$ cat src/rtl/trip_pkg.sv
package trip_pkg;
    localparam int N_SRC  = 3;
    localparam int N_PINS = 4;
    localparam int CODE_W = 2;

    typedef struct packed {
        logic lvl;
        logic oe;
    } drive_t;

    // code[1] set releases the pin; otherwise code[0] is the driven level
    function automatic drive_t safe_drive(input logic [CODE_W-1:0] code);
        drive_t d;
        if (code[1]) begin
            d.lvl = 1'b0;
            d.oe  = 1'b0;
        end else begin
            d.lvl = code[0];
            d.oe  = 1'b1;
        end
        return d;
    endfunction

    function automatic logic in_pair_ac(input int idx);
        return (idx % 2) == 0;
    endfunction
endpackage

$ cat src/rtl/trip_detect.sv
module trip_detect #(
    parameter int N_SRC = trip_pkg::N_SRC
) (
    input  logic [N_SRC-1:0] raw_trip,
    input  logic [N_SRC-1:0] src_sel,
    output logic             fault
);
    assign fault = |(raw_trip & src_sel);
endmodule

$ cat src/rtl/trip_latch.sv
module trip_latch (
    input  logic clk,
    input  logic rst,
    input  logic fault,
    input  logic auto_restart,
    input  logic sw_wr,
    input  logic sw_wdata,
    input  logic period_start,
    output logic flag_q,
    output logic run_q
);
    always_ff @(posedge clk) begin
        if (rst)               flag_q <= 1'b0;
        else if (fault)        flag_q <= 1'b1;
        else if (auto_restart) flag_q <= 1'b0;
        else if (sw_wr)        flag_q <= sw_wdata;
    end

    always_ff @(posedge clk) begin
        if (rst)                   run_q <= 1'b1;
        else if (fault || flag_q)  run_q <= 1'b0;
        else if (period_start)     run_q <= 1'b1;
    end

    // a write while tripped leaves the flag set
    p_write_locked_r7: assert property (@(posedge clk) disable iff (rst)
        (fault && sw_wr) |=> flag_q);

    // automatic clearing one edge after the trip ends
    p_auto_clear_r5: assert property (@(posedge clk) disable iff (rst)
        (auto_restart && !fault && flag_q) |=> !flag_q);

    // run only resumes on a period strobe
    p_resume_on_period_r8: assert property (@(posedge clk) disable iff (rst)
        $rose(run_q) |-> $past(period_start));

    // a trip always stops the run state
    p_trip_stops_run_r10: assert property (@(posedge clk) disable iff (rst)
        fault |=> (!run_q && flag_q));
endmodule

$ cat src/rtl/pin_safe_mux.sv
module pin_safe_mux #(
    parameter int N_PINS = trip_pkg::N_PINS,
    parameter int CODE_W = trip_pkg::CODE_W
) (
    input  logic              shut,
    input  logic [CODE_W-1:0] safe_ac,
    input  logic [CODE_W-1:0] safe_bd,
    input  logic [N_PINS-1:0] pwm_in,
    output logic [N_PINS-1:0] pin_out,
    output logic [N_PINS-1:0] pin_oe
);
    import trip_pkg::*;

    for (genvar i = 0; i < N_PINS; i++) begin : g_pin
        logic [CODE_W-1:0] code;
        drive_t            sd;
        assign code = in_pair_ac(i) ? safe_ac : safe_bd;
        assign sd   = safe_drive(code);
        assign pin_out[i] = shut ? sd.lvl : pwm_in[i];
        assign pin_oe[i]  = shut ? sd.oe  : 1'b1;
    end
endmodule

$ cat src/rtl/pwm_trip_guard.sv
module pwm_trip_guard (
    input  logic       clk,
    input  logic       rst,
    input  logic       cmp1_trip,
    input  logic       cmp2_trip,
    input  logic       fault_n,
    input  logic [2:0] src_sel,
    input  logic [1:0] safe_ac,
    input  logic [1:0] safe_bd,
    input  logic       auto_restart,
    input  logic       sw_wr,
    input  logic       sw_wdata,
    input  logic       period_start,
    input  logic [3:0] pwm_in,
    output logic [3:0] pin_out,
    output logic [3:0] pin_oe
);
    import trip_pkg::*;

    logic [N_SRC-1:0] raw_trip;
    logic             fault;
    logic             flag_q;
    logic             run_q;
    logic             shut;

    assign raw_trip = {~fault_n, cmp2_trip, cmp1_trip};

    trip_detect #(.N_SRC(N_SRC)) u_detect (
        .raw_trip (raw_trip),
        .src_sel  (src_sel),
        .fault    (fault)
    );

    trip_latch u_latch (
        .clk          (clk),
        .rst          (rst),
        .fault        (fault),
        .auto_restart (auto_restart),
        .sw_wr        (sw_wr),
        .sw_wdata     (sw_wdata),
        .period_start (period_start),
        .flag_q       (flag_q),
        .run_q        (run_q)
    );

    // combinational trip path keeps the safe state edge-free
    assign shut = fault | flag_q | ~run_q;

    pin_safe_mux #(.N_PINS(N_PINS), .CODE_W(CODE_W)) u_mux (
        .shut    (shut),
        .safe_ac (safe_ac),
        .safe_bd (safe_bd),
        .pwm_in  (pwm_in),
        .pin_out (pin_out),
        .pin_oe  (pin_oe)
    );

    // state right after reset
    p_reset_state_r1: assert property (@(posedge clk) disable iff (rst)
        $past(rst) |-> (!flag_q && run_q));

    // a trip with both pairs set to drive-high shows at the pins at once
    p_trip_immediate_r3: assert property (@(posedge clk) disable iff (rst)
        (fault && safe_ac == 2'b01 && safe_bd == 2'b01) |-> (pin_out == 4'hF && pin_oe == 4'hF));

    // a release code on pair A/C removes drive from pins 0 and 2
    p_release_ac_r4: assert property (@(posedge clk) disable iff (rst)
        (fault && safe_ac[1]) |-> (!pin_oe[0] && !pin_oe[2]));

    // with no source selected the pins keep following the PWM while running
    p_no_source_r2: assert property (@(posedge clk) disable iff (rst)
        (src_sel == 3'b000 && !flag_q && run_q) |-> (pin_out == pwm_in && pin_oe == 4'hF));
endmodule

$ cat config.mk
export PLATFORM = sky130hd
export DESIGN_NAME = pwm_trip_guard
export DESIGN_NICKNAME = d
export VERILOG_FILES = /design/src/rtl/trip_pkg.sv /design/src/rtl/trip_detect.sv /design/src/rtl/trip_latch.sv /design/src/rtl/pin_safe_mux.sv /design/src/rtl/pwm_trip_guard.sv
export SDC_FILE = /design/constraint.sdc
export NUM_CORES = 1
export LEC_CHECK = 0
export BUFFER_PORTS_ARGS = -buffer_cell sky130_fd_sc_hd__buf_2
export CORE_AREA = 2 2 39 41
export CTS_CLUSTER_SIZE = 28
export DETAILED_ROUTE_END_ITERATION = 8
export DIE_AREA = 0 0 41 43
export SYNTH_ARGS = -nofsm -noshare
export SYNTH_HDL_FRONTEND = slang
export SYNTH_HIERARCHICAL = 1
export SYNTH_SLANG_ARGS = --single-unit
$ cat constraint.sdc
create_clock -name clk -period 6.1 [get_ports clk]
set_input_delay 1.525 -clock clk [delete_from_list [all_inputs] [get_ports clk]]
set_output_delay 1.525 -clock clk [all_outputs]
set_load 0.03 [all_outputs]
==> results of run 1 <==
[Yosys cell counts, drive strengths merged]
cell type	number
nand3b	2
mux2	1
buf	2
a222oi	1
or3b	1
inv	7
a22o	1
nand2	2
o21ai	4
nor2	2
o31ai	1
dfxtp	2
[cells by family (layout without fill, tap and decap cells)]
kind of cell           Yosys count  in the layout  share of synthesized area (%)
AOI/OAI and AO/OA                7              7                           26.1
buffers and inverters            9             37                           23.2
DFF                              2              2                           22.5
muxes                            1              1                           6.34
and+or+nand+nor                  7              7                           21.8
[flip-flops by register name, indices dropped and copies added (netlist names)]
name	cells
u_latch/run_q	1
u_latch/flag_q	1
[path summary, 6_finish.rpt]
path,to,startpoint
max reg2reg,u_latch/flag_q$_SDFFE_PP0P_,u_latch/flag_q$_SDFFE_PP0P_
min reg2reg,u_latch/run_q$_SDFFE_PP1P_,u_latch/flag_q$_SDFFE_PP0P_
max,pin_out[1],cmp1_trip
min,u_latch/run_q$_SDFFE_PP1P_,u_latch/flag_q$_SDFFE_PP0P_
[worst max-delay path, stage by stage]
cell	delay [ns]
buf_2	0.10
a222oi_1	0.32
inv_1	0.12
or3b_1	0.47
o21ai_0	0.21
buf_2	0.22
[layer usage]
metal / up-vias / GRT usage [%] / routed length, um
met3: 0 / 4.71 / 49
met1: 112 / 8.28 / 205
met5: - / 0 / 0
li1: 141 / - / -
met2: 16 / 9.06 / 261
met4: 0 / 6.00 / 0
[final cells by class]
class,count,area (um2)
clock buffer,3,22.5
fill,153,1040
inverter,7,26.3
multi-input combinational,15,96.3
sequential,2,40.0
tap,16,20.0
timing repair buffer,27,135
[power breakdown]
group | switching, uW | internal, uW | total, uW
Combinational | 17.2 | 11.0 | 28.2
Sequential | 0.758 | 14.5 | 15.3
Clock | 7.47 | 21.7 | 29.2
Total | 25.5 | 47.2 | 72.6
[through the flow]
stage	worst slack [ns]	area [um2]	utilization (%)	power, uW
after floorplan	1.49	178	-	33.8
after global placement	1.65	318	23.0	43.7
after detailed placement	1.61	318	23.0	43.8
after CTS	1.61	340	24.6	74.6
after global routing	1.48	340	24.6	79.2
final	1.62	340	24.6	72.6
==> results.md, run 1 <==
* Status: finished, final reports clean
* Fmax at 223 MHz
* Row cnt at 14
* Peak supply drop at 78.0 uV
* Setup CP Type: input pin to output pin
* Final hold vios at 0
* Post-layout nets at 76
* Die Wd at 41 um
* Layout cell share with drive strength beyond 1 at 55.6%
* Area grow syn2layout at 91.5%
* Leakage at 0.000212 uW
* Iteration-0 DRC Markers at 3
* TritonCTS clock tree: built
* CP Data Required Time at 4.58 ns
* Clock tree buffer depth at 2
* Dpl cells at 67
* Synth Area per Inst at 6.83 um2
* Via count at 269
* WL final at 517 um
* Gpl congestion at 0.628
* Unrepaired setup endpoints after global routing: no
* Vias in the first global route at 245
* Initial antenna violation count at 0
* Crit start category: input pin
* Pin count of the biggest net entering global routing at 9
* Cell taking the most area after synthesis: dfxtp_1
* Post-CTS Setup Bufs at 0
* Min-Delay Path Class: flip-flop to flip-flop
* Max-slew violations at 0
* H-tree levels at 1
* Worst Tran Pin Value at 0.268 ns
* Number of cells on the worst reg-to-reg path at 2
* Post-CTS Hold Buffers at 0
* Synth warn at 6
* Top-level I/O count at 28
* Period minus WS final at 4.48 ns
* Clock slew at reported path FFs at 0.03 ns
* Hold Path Depth at 1
* Die area at 1760 um2
* Drt first pass iters at 5
* Setup TNS at 0 ns
* Final Setup Violations at 0
* Period utilization at 73.4%
* Power per Cell Area at 213 nW/um2
* Distinct cells, synth at 12
* Post-Syn Instances at 26
* Most frequent cells in the layout: buf_2, inv_1, o21ai_0
* Non-Filler Instances at 70
* Vias per cell at 3.84
* Post-synthesis register bit count at 2
* Sequential-to-total area share from yosys stat at 22.5%
* Commonest non-fill, non-tap cell in the layout: buf_2
* Core Area at 1380 um2
* Tightest hold margin at 0.473 ns
* Wire per inst at 7.39 um
* DRC at 0
* Aggregate global routing overflow at 0
* Hpwl dp at 440 um
* Final ANT Viol Nets at 0
* Critical Path Fanout Max at 8
* Num Clock Sinks at 2
* Starting Density at 12.8%
* Worst Setup End Kind: output pin
* # diodes at 0
* Clock Root Buffer: clkbuf_4
* Max Cap Viol at 0
* Synth area leaders: dfxtp_1, inv_1, o21ai_0, buf_4, nand3b_1
* Overall global routing resource usage at 7.31%
* Post-synth top area share at 22.5%
* Clk Latency, worst-skew pair at 0.22 ns
* Setup slack, reg-to-reg at 5.22 ns
* PortBufs at 27
* Post-Syn Area at 178 um2
* Layout Skew at 0.00283 ns
* Post_cts resized at 0
* Die H at 43 um
* Post-Syn Nets at 46
* CTS buffer count at 3
* Worst EP arrival at 2.96 ns
* Max-slew headroom at 82.1%
* Global-route wire length before repair at 828 um
Power figures use the tool's default switching activity.
==> run 2: changes to the inputs <==
--- a/config.mk
+++ b/config.mk
@@ -5,6 +5,7 @@
 export SDC_FILE = /design/constraint.sdc
 export NUM_CORES = 1
 export LEC_CHECK = 0
+export ABC_AREA = 1
 export BUFFER_PORTS_ARGS = -buffer_cell sky130_fd_sc_hd__buf_2
 export CORE_AREA = 2 2 39 41
 export CTS_CLUSTER_SIZE = 28
==> constraint.sdc (replaced) <==
create_clock -name clk -period 4.2 [get_ports clk]
set_input_delay 1.05 -clock clk [delete_from_list [all_inputs] [get_ports clk]]
set_output_delay 1.05 -clock clk [all_outputs]
set_load 0.03 [all_outputs]
==> results.md, run 2 <==
* M1 WL at 201 um (-2.0%)
* Met2 wire length at 292 um (+12%)
* Min-Delay Path Class: flip-flop to flip-flop
* Distinct cells, synth at 10 (-2)
* Setup TNS at 0 ns (unchanged)
* Global-route wire length before repair at 855 um (+3.3%)
* Synth async-reset ratio at 0% (unchanged)
* Status: finished, final reports clean
* Placed cell area at 342 um2 (+7.5%)
* Setup slack, reg-to-reg at 3.54 ns (-1.68 ns)
* Non-Filler Instances at 82 (+17%)
* Post-Syn Nets at 58 (+26%)
* Post-Syn Instances at 38 (+46%)
* Max Cap Viol at 0 (unchanged)
* Number of cells on the worst reg-to-reg path at 4 (+2)
* Post-CTS Setup Bufs at 0 (unchanged)
* Met3 WL at 67 um (+37%)
* Row cnt at 14 (unchanged)
* Worst Tran Pin Value at 0.182 ns (-0.0862 ns)
* Most numerous cell in the Yosys netlist: nand2_1
* Synth Area per Inst at 5.30 um2 (-22%)
* Vias per cell at 3.78 (-1.6%)
* Hold Path Depth at 2 (+1)
* Area grow syn2layout at 80.7%
* Critical-path top delay cell: buf_2
* Num Clock Sinks at 2 (unchanged)
* Iteration-0 DRC Markers at 3 (unchanged)
* Dpl cells at 79 (+18%)
* Most frequent cells in the layout: buf_2, nand2_1, inv_1
* H-tree levels at 1 (unchanged)
* Commonest non-fill, non-tap cell in the layout: buf_2
* Unrepaired setup endpoints after global routing: no
* Number of flops mapped to enable cells by yosys at 0 (unchanged)
* Post-layout nets at 88 (+16%)
* Clock Root Buffer: clkbuf_4
* # diodes at 0 (unchanged)
* Top Registers: u_latch/flag_q x1, u_latch/run_q x1
* Die Wd at 41 um (unchanged)
* Synth cell count leaders: nand2_1, inv_1, nand3_1
* Synth area leaders: nand2_1, dfxtp_1, inv_1, nand3_1, buf_4
* Fillcell total at 162 (+5.9%)
* WL final at 562 um (+8.7%)
* Pin count of the biggest net entering global routing at 6 (-3)
* Final ANT Viol Nets at 0 (unchanged)
* Final Setup Violations at 0 (unchanged)
* Multi-input logic area at 113 um2 (+17%)
* Crit start category: input pin
* Peak supply drop at 129 uV (+66%)
* Layout cell share with drive strength beyond 1 at 50.0% (-5.6 points)
* CP Cell Sequence: buf_2, nand2_1, nand3_1, nor2_1, nand2_1, inv_2, nand2_1, nand2_1, buf_2
* DRC at 0 (unchanged)
* Initial antenna violation count at 0 (unchanged)
* Setup CP Type: input pin to output pin
* TritonCTS clock tree: built
* Leakage at 0.000255 uW (+20%)
* Post-CTS Hold Buffers at 0 (unchanged)
* Die area at 1760 um2 (unchanged)
* Sequential-to-total area share from yosys stat at 19.9% (-2.7 points)
* Reg-to-Reg End: u_latch/flag_q$_SDFFE_PP0P_
* Wire per inst at 6.85 um (-7.2%)
* Post-Syn Area at 201 um2 (+13%)
* Worst EP arrival at 1.93 ns (-1.03 ns)
* Core Area at 1380 um2 (unchanged)
* Max-slew headroom at 87.8% (+5.7 points)
* Ys flop type: dfxtp_1
* Layout Skew at 0.00193 ns (-0.000899 ns)
* Hold Path Sink: u_latch/run_q$_SDFFE_PP1P_
* Hpwl dp at 461 um (+4.7%)
* Crit path largest cell delay at 0.19 ns (-0.28 ns)
* HP Start: u_latch/run_q$_SDFFE_PP1P_
* Clock tree buffer depth at 2 (unchanged)
* Top sig layer: met3
* Drt first pass iters at 2 (-3)
* Max-slew violations at 0 (unchanged)
* Clock slew at reported path FFs at 0.03 ns (about the same)
* CTS buffer count at 3 (unchanged)
* Fmax at 335 MHz
* Worst r2r src: u_latch/flag_q$_SDFFE_PP0P_
* Gpl congestion at 0.549 (-13%)
* Die H at 43 um (unchanged)
* Period utilization at 71.0%
* Top-level I/O count at 28 (unchanged)
* Final instance area at 364 um2 (+7.0%)
* Reg area at 40.0 um2 (unchanged)
* Starting Density at 14.6% (+1.7 points)
* CP most frequent cell: nand2_1
* Clk Latency, worst-skew pair at 0.22 ns (about the same)
* Worst Setup End Kind: output pin
* CP Data Required Time at 3.15 ns (-1.43 ns)
* Cell taking the most area after synthesis: nand2_1
* Power per Cell Area at 293 nW/um2 (+37%)
* Overall global routing resource usage at 7.51% (+0.20 points)
* Synth warn at 6 (unchanged)
* PortBufs at 27 (unchanged)
* Fin util at 26.3% (+1.7 points)
* Vias in the first global route at 256 (+4.5%)
* Total power at 107 uW (+47%)
* Aggregate global routing overflow at 0 (unchanged)
* Post-synthesis register bit count at 2 (unchanged)
* Post_cts resized at 0 (unchanged)
* Period minus WS final at 2.98 ns
* Post-synth top area share at 31.7% (+9.1 points)
* Via count at 310 (+15%)
* Final hold vios at 0 (unchanged)
* Critical Path Fanout Max at 5 (-3)
==> run 2: changes by cell type after synthesis, moves of 2 or more <==
cell	change
nand2_1	+15
nand3b_1	-2
o21ai_0	-4
nand3_1	+3
==> run 2: metrics by stage <==
step | setup slack (ns) | hold WS (ns)
final | 1.22 | 0.504
after global routing | 1.08 | 0.540
after CTS | 1.19 | 0.511
after detailed placement | 1.19 | 0.497
after global placement | 1.22 | 0.510
after floorplan | 1.28 | 0.480
==> run 2: kinds of logic after synthesis <==
group           synth area share, %
simple gates                   47.8
buf+inv                        24.2
flops                          19.9
compound gates                 8.08
==> run 2: where the power goes <==
group | total (uW) | internal (uW) | switching (uW)
Combinational | 43.3 | 15.8 | 27.5
Sequential | 21.6 | 20.8 | 0.705
Clock | 41.9 | 31.5 | 10.5
Total | 107 | 68.2 | 38.7
==> run 2: worst max-delay path by stage <==
stage | slack (ns) | to | from
3_5_place_dp | 1.19 | pin_out[3] | cmp1_trip
5_1_grt | 1.08 | pin_out[3] | fault_n
4_1_cts | 1.19 | pin_out[3] | cmp1_trip
2_1_floorplan | 1.28 | pin_oe[2] | fault_n
3_3_place_gp | 1.22 | pin_out[2] | cmp1_trip
6_report | 1.22 | pin_out[3] | cmp1_trip
==> run 2: final cells by class <==
cell class | count | area share (%)
well taps | 16 | 5.50
repair buffers | 27 | 37.1
inverters | 9 | 9.28
flip-flops and latches | 2 | 11.0
clock buffers | 3 | 6.19
multi-input cells | 25 | 30.9
==> run 2: worst max-delay path, delay by kind of cell <==
kind	cells	cell delay [ns]
AND/OR/NAND/NOR	6	0.49
buffers and inverters	3	0.39
==> run 2: per-layer routing <==
metal | vias up | GRT usage [%]
met5 | - | 0
met4 | 0 | 8.00
met3 | 0 | 3.14
met2 | 15 | 11.6
met1 | 129 | 6.37
li1 | 166 | -
==> run 3: changes to the inputs <==
==> constraint.sdc (replaced) <==
create_clock -name clk -period 2.57 [get_ports clk]
set_input_delay 0.6425 -clock clk [delete_from_list [all_inputs] [get_ports clk]]
set_output_delay 0.6425 -clock clk [all_outputs]
set_load 0.03 [all_outputs]
==> results.md, run 3 (synthesis gave the netlist of run 2 again) <==
* Min-Delay Path Class: flip-flop to flip-flop
* Core Area at 1380 um2 (unchanged)
* Layout cell share with drive strength beyond 1 at 50.0% (unchanged)
* CP Data Required Time at 1.93 ns (-1.22 ns)
* DRC at 0 (unchanged)
* Top Registers: u_latch/flag_q x1, u_latch/run_q x1
* Setup TNS at 0 ns (unchanged)
* Starting Density at 14.6% (unchanged)
* Leakage at 0.000255 uW (unchanged)
* Period utilization at 84.2%
* Final instance area at 364 um2 (unchanged)
* Dpl ws at 0.389 ns (-0.804 ns)
* Worst Tran Pin Value at 0.173 ns (-0.00917 ns)
* Num Clock Sinks at 2 (unchanged)
* Die H at 43 um (unchanged)
* Wire per inst at 6.98 um (+1.8%)
* Fmax at 462 MHz
* Initial antenna violation count at 0 (unchanged)
* Clock Root Buffer: clkbuf_4
* Max Cap Viol at 0 (unchanged)
* Worst Setup End Kind: output pin
* Max-slew violations at 0 (unchanged)
* Post-CTS Setup Bufs at 0 (unchanged)
* Max-slew headroom at 88.4% (+0.61 points)
* Global-route wire length before repair at 924 um (+8.1%)
* Layout Skew at 0.000462 ns (-0.00146 ns)
* Placed cell area at 342 um2 (unchanged)
* Post-layout nets at 88 (unchanged)
* WL final at 572 um (+1.8%)
* Multi-input logic area at 113 um2 (unchanged)
* CTS buffer count at 3 (unchanged)
* Power per Cell Area at 475 nW/um2 (+62%)
* Final hold vios at 0 (unchanged)
* Final worst slack at 0.407 ns (-0.812 ns)
* Final ANT Viol Nets at 0 (unchanged)
* Gpl congestion at 0.533 (-2.9%)
* Setup CP Type: input pin to output pin
* Row cnt at 14 (unchanged)
* Peak supply drop at 134 uV (+3.7%)
* Area grow syn2layout at 80.7% (unchanged)
* Crit start category: input pin
* Hpwl dp at 508 um (+10%)
* Tightest hold margin at 0.523 ns (+0.0191 ns)
* Vias per cell at 3.74 (-0.97%)
* Fin util at 26.3% (unchanged)
* Clock tree buffer depth at 2 (unchanged)
* Period minus WS final at 2.16 ns
* Reg area at 40.0 um2 (unchanged)
* Clock slew at reported path FFs at 0.03 ns (about the same)
* Aggregate global routing overflow at 0 (unchanged)
* Fillcell total at 160 (-1.2%)
* Final Setup Violations at 0 (unchanged)
* Post_cts resized at 0 (unchanged)
* Via count at 307 (-0.97%)
* Most frequent cells in the layout: buf_2, nand2_1, inv_1
* TritonCTS clock tree: built
* Critical Path Fanout Max at 5 (unchanged)
* Overall global routing resource usage at 8.02% (+0.51 points)
* Die Wd at 41 um (unchanged)
* PortBufs at 27 (unchanged)
* Iteration-0 DRC Markers at 2 (-1)
* Drt first pass iters at 3 (+1)
* Unrepaired setup endpoints after global routing: no
* Status: finished, final reports clean
* Top-level I/O count at 28 (unchanged)
* Worst EP arrival at 1.52 ns (-0.41 ns)
* Commonest non-fill, non-tap cell in the layout: buf_2
* Vias in the first global route at 281 (+9.8%)
* H-tree levels at 1 (unchanged)
* Pin count of the biggest net entering global routing at 6 (unchanged)
* # diodes at 0 (unchanged)
* Clk Latency, worst-skew pair at 0.22 ns (about the same)
* Post-CTS Hold Buffers at 0 (unchanged)
* Die area at 1760 um2 (unchanged)
## run 3: critical path: stages
cell	delay [ns]
buf_2	0.09
nand2_1	0.06
nand3_1	0.10
nor2_1	0.10
nand2_1	0.13
inv_2	0.11
nand2_1	0.05
nand2_1	0.06
buf_2	0.18
## run 3: worst paths after layout
path	start	to	slack (ns)	cells after the start
worst max-delay path	cmp2_trip	pin_out[2]	0.41	9
worst min-delay path	u_latch/run_q$_SDFFE_PP1P_	u_latch/run_q$_SDFFE_PP1P_	0.52	2
worst max register to register	u_latch/flag_q$_SDFFE_PP0P_	u_latch/flag_q$_SDFFE_PP0P_	1.91	4
worst min register to register	u_latch/run_q$_SDFFE_PP1P_	u_latch/run_q$_SDFFE_PP1P_	0.52	2
## run 3: report_power, final
part | switching (uW) | total, uW | internal (uW) | leakage [uW]
Combinational | 44.8 | 70.7 | 25.8 | 0.000224
Sequential | 1.24 | 35.3 | 34.1 | 0.0000168
Clock | 15.6 | 66.9 | 51.3 | 0.0000138
## run 3: routing by layer
layer	up-vias	global-route usage (%)	wire (um)
met5	-	0	0
met4	0	8.67	0
met3	0	3.66	56
met2	15	12.2	295
met1	126	6.71	220
li1	166	-	-
## run 3: stage by stage
stage          power [uW]  instances
2_1_floorplan        83.0         38
3_3_place_gp          106         79
3_5_place_dp          107         79
4_1_cts               178         82
5_1_grt               191         82
6_report              173         82
## run 3: area by class of cell
class	instances	share of cell area [%]
Timing Repair Buffer	27	37.1
Clock buffer	3	6.19
Multi-Input combinational cell	25	30.9
Inverter	9	9.28
Sequential cell	2	11.0
Tap cell	16	5.50
